## config.mk

```make
export PLATFORM = sky130hd
export DESIGN_NAME = sar_sequencer
export DESIGN_NICKNAME = d
export VERILOG_FILES = /design/src/rtl/sar_pkg.sv /design/src/rtl/sar_bit_ctrl.sv /design/src/rtl/sar_trial_reg.sv /design/src/rtl/sar_result.sv /design/src/rtl/sar_sequencer.sv
export SDC_FILE = /design/constraint.sdc
export NUM_CORES = 1
export LEC_CHECK = 0
export BUFFER_PORTS_ARGS = -buffer_cell sky130_fd_sc_hd__clkbuf_2
export CAP_MARGIN = 20
export CORE_MARGIN = 8
export CORE_UTILIZATION = 52
export DETAILED_ROUTE_END_ITERATION = 10
export PLACE_DENSITY_LB_ADDON = 0.1
export SETUP_SLACK_MARGIN = 0.05
export SLEW_MARGIN = 10
export SYNTH_ARGS = -nofsm -noshare
export SYNTH_HDL_FRONTEND = slang
export SYNTH_SLANG_ARGS = --single-unit
```

## constraint.sdc

```tcl
create_clock -name clk -period 1.1 [get_ports clk]
set_input_delay 0.055 -clock clk [delete_from_list [all_inputs] [get_ports clk]]
set_output_delay 0.055 -clock clk [all_outputs]
set_load 0.05 [all_outputs]
```

## src/rtl/sar_pkg.sv

```systemverilog
`timescale 1ns/1ps
// Package: shared definitions for the successive approximation sequencer.
// Assumes: nothing beyond IEEE 1800-2017 synthesizable types.
package sar_pkg;

    // Default number of result bits.
    localparam int SAR_DEFAULT_WIDTH = 10;

    // Sequencer phase: waiting for a start, or stepping through bits.
    typedef enum logic [0:0] {
        PHASE_IDLE = 1'b0,
        PHASE_CONV = 1'b1
    } sar_phase_e;

endpackage : sar_pkg

```

## src/rtl/sar_bit_ctrl.sv

```systemverilog
`timescale 1ns/1ps
// Module: sar_bit_ctrl
// Walks a one-hot pointer from the MSB down to the LSB, one position per
// clock, once a start pulse is accepted while idle. It flags the cycle in
// which the LSB is under test so that the result can be latched.
// Assumes: WIDTH >= 2, start_i synchronous to clk, reset synchronous active low.
module sar_bit_ctrl
    import sar_pkg::*;
#(
    parameter int WIDTH = SAR_DEFAULT_WIDTH
) (
    input  logic             clk,
    input  logic             rst_n,
    input  logic             start_i,
    output logic [WIDTH-1:0] ptr_o,
    output logic             busy_o,
    output logic             accept_o,
    output logic             last_o
);

    localparam logic [WIDTH-1:0] MSB_ONEHOT = {1'b1, {(WIDTH-1){1'b0}}};

    sar_phase_e       phase_q;
    logic [WIDTH-1:0] ptr_q;

    // Purpose: a start counts only while idle; a start during a conversion is dropped.
    always_comb begin
        accept_o = start_i && (phase_q == PHASE_IDLE);
        busy_o   = (phase_q == PHASE_CONV);
        last_o   = busy_o && ptr_q[0];
        ptr_o    = ptr_q;
    end

    // Purpose: phase register and the pointer to the bit under test.
    always_ff @(posedge clk) begin
        if (!rst_n) begin
            phase_q <= PHASE_IDLE;
            ptr_q   <= '0;
        end else begin
            case (phase_q)
                PHASE_IDLE: begin
                    if (start_i) begin
                        phase_q <= PHASE_CONV;
                        ptr_q   <= MSB_ONEHOT;
                    end
                end
                PHASE_CONV: begin
                    if (ptr_q[0]) begin
                        phase_q <= PHASE_IDLE;
                        ptr_q   <= '0;
                    end else begin
                        ptr_q <= ptr_q >> 1;
                    end
                end
                default: begin
                    phase_q <= PHASE_IDLE;
                    ptr_q   <= '0;
                end
            endcase
        end
    end

    AST_PTR_ONEHOT: assert property (@(posedge clk) disable iff (!rst_n)
        $onehot0(ptr_q));
    AST_FIRST_TRIAL_MSB: assert property (@(posedge clk) disable iff (!rst_n)
        accept_o |=> (ptr_q == MSB_ONEHOT));
    AST_ONE_BIT_PER_CLK: assert property (@(posedge clk) disable iff (!rst_n)
        (busy_o && !ptr_q[0]) |=> (ptr_q == ($past(ptr_q) >> 1)));
    AST_START_IGNORED: assert property (@(posedge clk) disable iff (!rst_n)
        (busy_o && !ptr_q[0] && start_i) |=> busy_o);
    AST_PTR_MATCHES_PHASE: assert property (@(posedge clk) disable iff (!rst_n)
        busy_o == (ptr_q != '0));

endmodule : sar_bit_ctrl

```

## src/rtl/sar_trial_reg.sv

```systemverilog
`timescale 1ns/1ps
// Module: sar_trial_reg
// Holds the bits decided so far and forms the trial code for the DAC. It
// also forms the code that results once the bit under test has been decided
// from the comparator.
// Assumes: ptr_i is one-hot during a conversion and zero when idle, and
// cmp_high_i is settled for the current trial code by the clock edge.
module sar_trial_reg #(
    parameter int WIDTH = sar_pkg::SAR_DEFAULT_WIDTH
) (
    input  logic             clk,
    input  logic             rst_n,
    input  logic             load_i,
    input  logic [WIDTH-1:0] ptr_i,
    input  logic             cmp_high_i,
    output logic [WIDTH-1:0] trial_o,
    output logic [WIDTH-1:0] next_code_o
);

    logic [WIDTH-1:0] dec_q;
    logic [WIDTH-1:0] next_bits;
    logic             stepping;

    // Purpose: per-bit decision; the bit under test follows the inverted comparator.
    for (genvar b = 0; b < WIDTH; b++) begin : g_bit
        assign next_bits[b] = ptr_i[b] ? ~cmp_high_i : dec_q[b];
    end

    // Purpose: trial code is the decided bits plus the bit under test.
    always_comb begin
        stepping    = |ptr_i;
        trial_o     = dec_q | ptr_i;
        next_code_o = next_bits;
    end

    // Purpose: clear the decided bits on a new conversion, then commit one bit per clock.
    always_ff @(posedge clk) begin
        if (!rst_n) begin
            dec_q <= '0;
        end else if (load_i) begin
            dec_q <= '0;
        end else if (stepping) begin
            dec_q <= next_bits;
        end
    end

    AST_LOW_BITS_ZERO: assert property (@(posedge clk) disable iff (!rst_n)
        stepping |-> ((dec_q & (ptr_i | (ptr_i - 1'b1))) == '0));
    AST_CLEAR_WHEN_HIGH: assert property (@(posedge clk) disable iff (!rst_n)
        (stepping && cmp_high_i) |=> ((dec_q & $past(ptr_i)) == '0));
    AST_KEEP_WHEN_LOW: assert property (@(posedge clk) disable iff (!rst_n)
        (stepping && !cmp_high_i) |=> ((dec_q & $past(ptr_i)) == $past(ptr_i)));

endmodule : sar_trial_reg

```

## src/rtl/sar_result.sv

```systemverilog
`timescale 1ns/1ps
// Module: sar_result
// Captures the finished code on the clock that decides the LSB and drives
// the one-cycle active-low completion pulse in the same cycle.
// Assumes: done_i is high for exactly one cycle per conversion.
module sar_result #(
    parameter int WIDTH = sar_pkg::SAR_DEFAULT_WIDTH
) (
    input  logic             clk,
    input  logic             rst_n,
    input  logic             done_i,
    input  logic [WIDTH-1:0] next_code_i,
    output logic [WIDTH-1:0] code_o,
    output logic             eoc_n_o
);

    logic [WIDTH-1:0] code_q;
    logic             eoc_n_q;

    // Purpose: latch the result and drop the completion line for one clock.
    always_ff @(posedge clk) begin
        if (!rst_n) begin
            code_q  <= '0;
            eoc_n_q <= 1'b1;
        end else begin
            eoc_n_q <= ~done_i;
            if (done_i) begin
                code_q <= next_code_i;
            end
        end
    end

    assign code_o  = code_q;
    assign eoc_n_o = eoc_n_q;

    AST_EOC_ONE_CYCLE: assert property (@(posedge clk) disable iff (!rst_n)
        !eoc_n_q |=> eoc_n_q);
    AST_EOC_AFTER_DONE: assert property (@(posedge clk) disable iff (!rst_n)
        done_i |=> !eoc_n_q);
    AST_CODE_HELD: assert property (@(posedge clk) disable iff (!rst_n)
        !done_i |=> $stable(code_q));

endmodule : sar_result

```

## src/rtl/sar_sequencer.sv

```systemverilog
`timescale 1ns/1ps
// Module: sar_sequencer (top)
// Successive approximation sequencer. It decides one bit per clock, MSB
// first, which gives a fixed WIDTH-clock conversion. It takes a high start
// pulse and gives a one-cycle active-low end-of-conversion pulse.
// Assumes: an external DAC converts trial_o and an external comparator
// returns cmp_high_i for that trial before the next rising edge.
module sar_sequencer
    import sar_pkg::*;
#(
    parameter int WIDTH = SAR_DEFAULT_WIDTH
) (
    input  logic             clk,
    input  logic             rst_n,
    input  logic             start_i,
    input  logic             cmp_high_i,
    output logic [WIDTH-1:0] trial_o,
    output logic             busy_o,
    output logic [WIDTH-1:0] code_o,
    output logic             eoc_n_o
);

    logic [WIDTH-1:0] ptr;
    logic [WIDTH-1:0] next_code;
    logic             accept;
    logic             last;

    // Purpose: bit pointer and phase control.
    sar_bit_ctrl #(.WIDTH(WIDTH)) u_ctrl (
        .clk      (clk),
        .rst_n    (rst_n),
        .start_i  (start_i),
        .ptr_o    (ptr),
        .busy_o   (busy_o),
        .accept_o (accept),
        .last_o   (last)
    );

    // Purpose: decided bits and the trial code.
    sar_trial_reg #(.WIDTH(WIDTH)) u_trial (
        .clk         (clk),
        .rst_n       (rst_n),
        .load_i      (accept),
        .ptr_i       (ptr),
        .cmp_high_i  (cmp_high_i),
        .trial_o     (trial_o),
        .next_code_o (next_code)
    );

    // Purpose: result register and completion pulse.
    sar_result #(.WIDTH(WIDTH)) u_result (
        .clk         (clk),
        .rst_n       (rst_n),
        .done_i      (last),
        .next_code_i (next_code),
        .code_o      (code_o),
        .eoc_n_o     (eoc_n_o)
    );

    AST_RESULT_WITH_EOC: assert property (@(posedge clk) disable iff (!rst_n)
        last |=> (code_o == $past(next_code)));

endmodule : sar_sequencer

```

; After elaboration in Yosys (flattened, before gate mapping)
; Index checks and enable logic that the tools add are counted.
; Widths: inputs -> output; s select.
[word_totals]
reg_bits = 32
in_bits = 4
elab_cells = 31
[op_classes]
n_eq_ne = 1
muxes = 16
n_bitwise = 5
reduce_logical = 4
[ops]
columns = operator, n
row1 = $pmux 10 s2, 1
row2 = $mux 1, 12
row3 = $mux 10, 1
row4 = $or 10x10->10, 1
row5 = $reduce_or 10->1, 1
row6 = $mux 9, 1
row7 = $not 1->1, 4
row8 = $logic_and 1x1->1, 2
row9 = $ne 2x2->1 const B, 1
row10 = $pmux 1 s2, 1
row11 = $reduce_or 2->1, 1

; Logic depth before layout (Yosys ltp)
[logic_depth]
word_depth = 3
mapped_depth = 4
depth_no_buf = 2

; Cells and area by module
; From an unflattened synthesis, not the netlist that was laid out.
[hier_totals]
cells_unflattened = 133
hier_area_um2 = 1415.1
[by_module_without_submodules]
columns = module, n_inst, cells_each, area_each_um2
row1 = sar_bit_ctrl, 1, 45, 525.5
row2 = sar_trial_reg, 1, 54, 488.0
row3 = sar_result, 1, 34, 401.6

; Worst setup path before layout
; No wires, ideal clock.
[synth_timing]
kind = register to register
start = register u_ctrl.phase_q, in the netlist u_ctrl.busy_o
end = register u_result.code_q[6], in the netlist u_result.code_o[6]
arrival_time_ns = 1.272
t_required_ns = 1.008
path_slack_ns = -0.264
stages_incl_launch_ff = 4
period_less_slack_ns = 1.364
cell_sequence = dfxtp_1 -> nand3_1 -> buf_2 -> o32ai_1
[synth_between]
elab_chain_cells = 1
[synth_rtl]
columns = item, line_no
row1 = from (decl), sar_bit_ctrl.sv:23  ; sar_phase_e phase_q;
row2 = from (signal assigned), sar_bit_ctrl.sv:37  ; phase_q <= PHASE_IDLE;
row3 = from (signal assigned), sar_bit_ctrl.sv:43  ; phase_q <= PHASE_CONV;
row4 = from (signal assigned), sar_bit_ctrl.sv:49  ; phase_q <= PHASE_IDLE;
row5 = $logic_and 1x1->1, sar_bit_ctrl.sv:30  ; last_o = busy_o && ptr_q[0];
row6 = to (signal assigned), sar_result.sv:28  ; code_q <= next_code_i;
row7 = to (decl), sar_result.sv:17  ; logic [WIDTH-1:0] code_q;
; Every way passes these cells.
; A chain may end at the register's enable or synchronous reset.

==> flow_summary_export.csv <==
group,metric,value,unit
global_routing,grt_pass1_wl,5761,um
timing,setup_viol,21,
floorplan,die-area,4226,um^2
clocking,cts.sinks,32,
finish,layout-area-overhead-vs-synth,63.23,%
timing,worst_pin_slew,0.3400,ns
critical_path,critPathKind,"flop to flop",
clocking,clk_latency,0.34,ns
critical_path,cp_cell_sequence,"buf_4 > or3b_1 > a21oi_1",
critical_path,worstPathArrival,1.49,ns
finish,final_util,91.26,%
detailed_routing,drt-initial-drc-count,65,
detailed_routing,dr_total_vias,1356,
global_routing,overflow,0,
floorplan,die_h,65.01,um
floorplan,start_util,55.91,%
detailed_routing,wl_per_cell,21.82,um
critical_path,reg2reg_slack,-0.14,ns
clocking,tritoncts,"yes",
floorplan,fp.coreArea,2233,um^2
floorplan,ios,26,
global_routing,grt_pass1_vias,1247,
synthesis,synthTopCellsByArea,"dfxtp_1, inv_1, o32ai_1",
timing,drv_slew,0,
hold_path,hp-class,"input port to flop",
critical_path,cp-start-kind,"flop",
timing,fin_setup_tns,-0.8408,ns
critical_path,worst_r2r_path_depth,3,
floorplan,rows,17,
critical_path,r2r-end,"u_ctrl.ptr_o[6]",
clocking,clockBufferDepth,2,
critical_path,required,1.34,ns
synthesis,synthCells,136,
clocking,clk_pin_slew,0.10,ns
finish,multiInputGateArea,663.1,um^2
critical_path,crit_path_end_kind,"flop",
critical_path,rr_startpoint,"u_ctrl.ptr_o[6]",
clocking,clock-root-buffer,"clkbuf_4",
pwr,power.leakage,0.8543,nW
timing,slew_headroom,77.12,%
synthesis,ys_ff_latch,32,
finish,n_fill_cell,84,
global_routing,grt_max_degree,21,
run,cap_violations,0,
hold_path,min_to,"u_trial.dec_q[0]",
placed_design,dp_hpwl,1875,um
synthesis,syn_area_per_cell,9.182,um^2
timing,fmax,0.8036,GHz
synthesis,mappedNetlistArea,1249,um^2
timing,grt_setup_unrepaired,"true",
pwr,pwr_density_cell,1061,nW/um^2
detailed_routing,viasPerCell,6.136,
clocking,cts_buffers,5,
placed_design,numPortBuffers,25,
timing,min_period_over_period,113.1,%
synthesis,yosys_warnings,0,
synthesis,yosysTopAreaCell,"dfxtp_1",
critical_path,path_max_fanout,3,
critical_path,max_stage_delay,0.39,ns
critical_path,worstSetupStartpoint,"u_ctrl.ptr_o[6]",
clocking,cts_max_level,2,
hold_path,min_path_cells,2,
detailed_routing,wl,4822,um
finish,num_antenna_cells,0,
synthesis,syn_nets,140,
floorplan,fp.dieW,65.01,um
global_routing,grt_usage,17.44,%
run_status,violations,"setup timing",
synthesis,seq_area_frac_synth,51.30,%
timing,fin_ws,-0.1444,ns
critical_path,crit_slowest_cell,"dfxtp_2",
placed_design,gp_congestion,0.7532,
synthesis,synth_top_area_share,51.30,%
timing,finalHoldViolCount,0,
finish,final-seq-area,668.1,um^2
run_status,status,"finished with violations",
hold_path,hp-start,"cmp_high_i",
critical_path,cpLargestDelayFamily,"flip-flops",
timing,min_period,1.244,ns
pwr,peakVddDrop,0.001119,V
global_routing,antenna_found_initial,0,
critical_path,cp.buffers_inverters,1,
synthesis,synth.distinct_cells,19,
finish,final_nets,196,
detailed_routing,route.antenna.remaining_nets,0,
detailed_routing,drc,0,
detailed_routing,dr.pass1.iters,4,
finish,drive_gt1_share,61.66,%
timing,fin_skew,0.009835,ns
## cells in the final DEF, fill, tap and decap left out, types with 3 or more instances in the layout
master / netlist / routed
buf_4: 0 / 28
dfxtp_1: 32 / 16
inv_1: 21 / 14
dfxtp_2: 0 / 13
and2_1: 9 / 9
nand3b_1: 9 / 9
nor2_4: 0 / 8
o32ai_2: 0 / 8
clkbuf_2: 0 / 8
buf_8: 0 / 8
inv_2: 0 / 7
or3b_1: 8 / 7
nor4_1: 9 / 6
a21oi_1: 9 / 6
clkbuf_4: 0 / 6
buf_6: 1 / 6
buf_2: 4 / 5
nor2_2: 0 / 3
a21oi_2: 0 / 3
nor4_2: 0 / 3
dfxtp_4: 0 / 3
## report_power, final
part	internal (mW)	switching, mW	total, mW
Combinational	0.111	0.151	0.261
Sequential	1.16	0.0106	1.17
Clock	0.315	0.411	0.727
## cell usage after synthesis
cell type,count
nand3b_1,9
inv_1,21
buf_2,4
nand3_1,1
o22ai_1,1
dfxtp_1,32
a2111oi_2,1
or3b_1,8
nor2_1,13
and2_1,9
nor2b_1,1
or3b_2,1
nor3_1,1
o32ai_1,9
a21oi_1,9
nor4_1,9
buf_6,1
clkbuf_1,5
a21bo_2,1
## final cells by class
class	count	area share (%)
well taps	28	1.719
flip-flops and latches	32	32.78
multi-input cells	73	32.54
repair buffers	59	26.21
clock buffers	8	2.885
inverters	21	3.867
## timing repair
action,4_1_cts,5_1_grt
setup buffers,25,1
pin swaps,17,19
hold buffers,0,0
gates resized for setup,60,51
setup endpoints to repair,24,47
## state kept, by name (all words and copies together) (netlist names)
name,count
u_result.code_o,10
u_ctrl.busy_o,1
u_result.eoc_n_o,1
u_trial.dec_q,10
u_ctrl.ptr_o,10
## routing by layer
layer	track usage, %	part of all wire, %	vias to the layer above
li1	-	-	579
met1	18.61	37	653
met2	30.43	49	102
met3	5.326	9.6	22
met4	8.719	4.0	0
met5	0	0	-
## worst max path at each step
stage | cells past startpoint | to | slack, ns
final | 3 | u_ctrl.ptr_o[6] | -0.14
after global routing | 3 | u_ctrl.ptr_o[6] | -0.16
after CTS | 4 | u_ctrl.ptr_o[4] | -0.03
after detailed placement | 3 | u_result.code_o[3] | -0.009
after global placement | 3 | u_result.code_o[7] | 0.04
after floorplan | 3 | u_ctrl.ptr_o[0] | 0.03
## logic make-up (layout without fill, tap and decap cells)
logic type	after synthesis	after routing	share of synthesized area (%)
buffers and inverters	31	88	10.32
DFF	32	32	51.30
AOI/OAI and AO/OA	21	21	12.42
and+or+nand+nor	52	52	25.95
## metrics by stage
stage / std cells / hold WS (ns) / power, mW / setup WS [ns] / instance area [um^2]
final: 221 / 0.07505 / 2.162 / -0.1444 / 2038
after global routing: 221 / 0.07992 / 2.204 / -0.1618 / 2038
after CTS: 220 / 0.05796 / 2.098 / -0.02667 / 1877
after detailed placement: 187 / 0.4114 / 1.338 / -0.008950 / 1423
after global placement: 187 / 0.4144 / 1.334 / 0.04118 / 1423
after floorplan: 136 / 0.2369 / 1.301 / 0.03227 / 1252
Note: power is estimated with default switching activity, not from simulation.
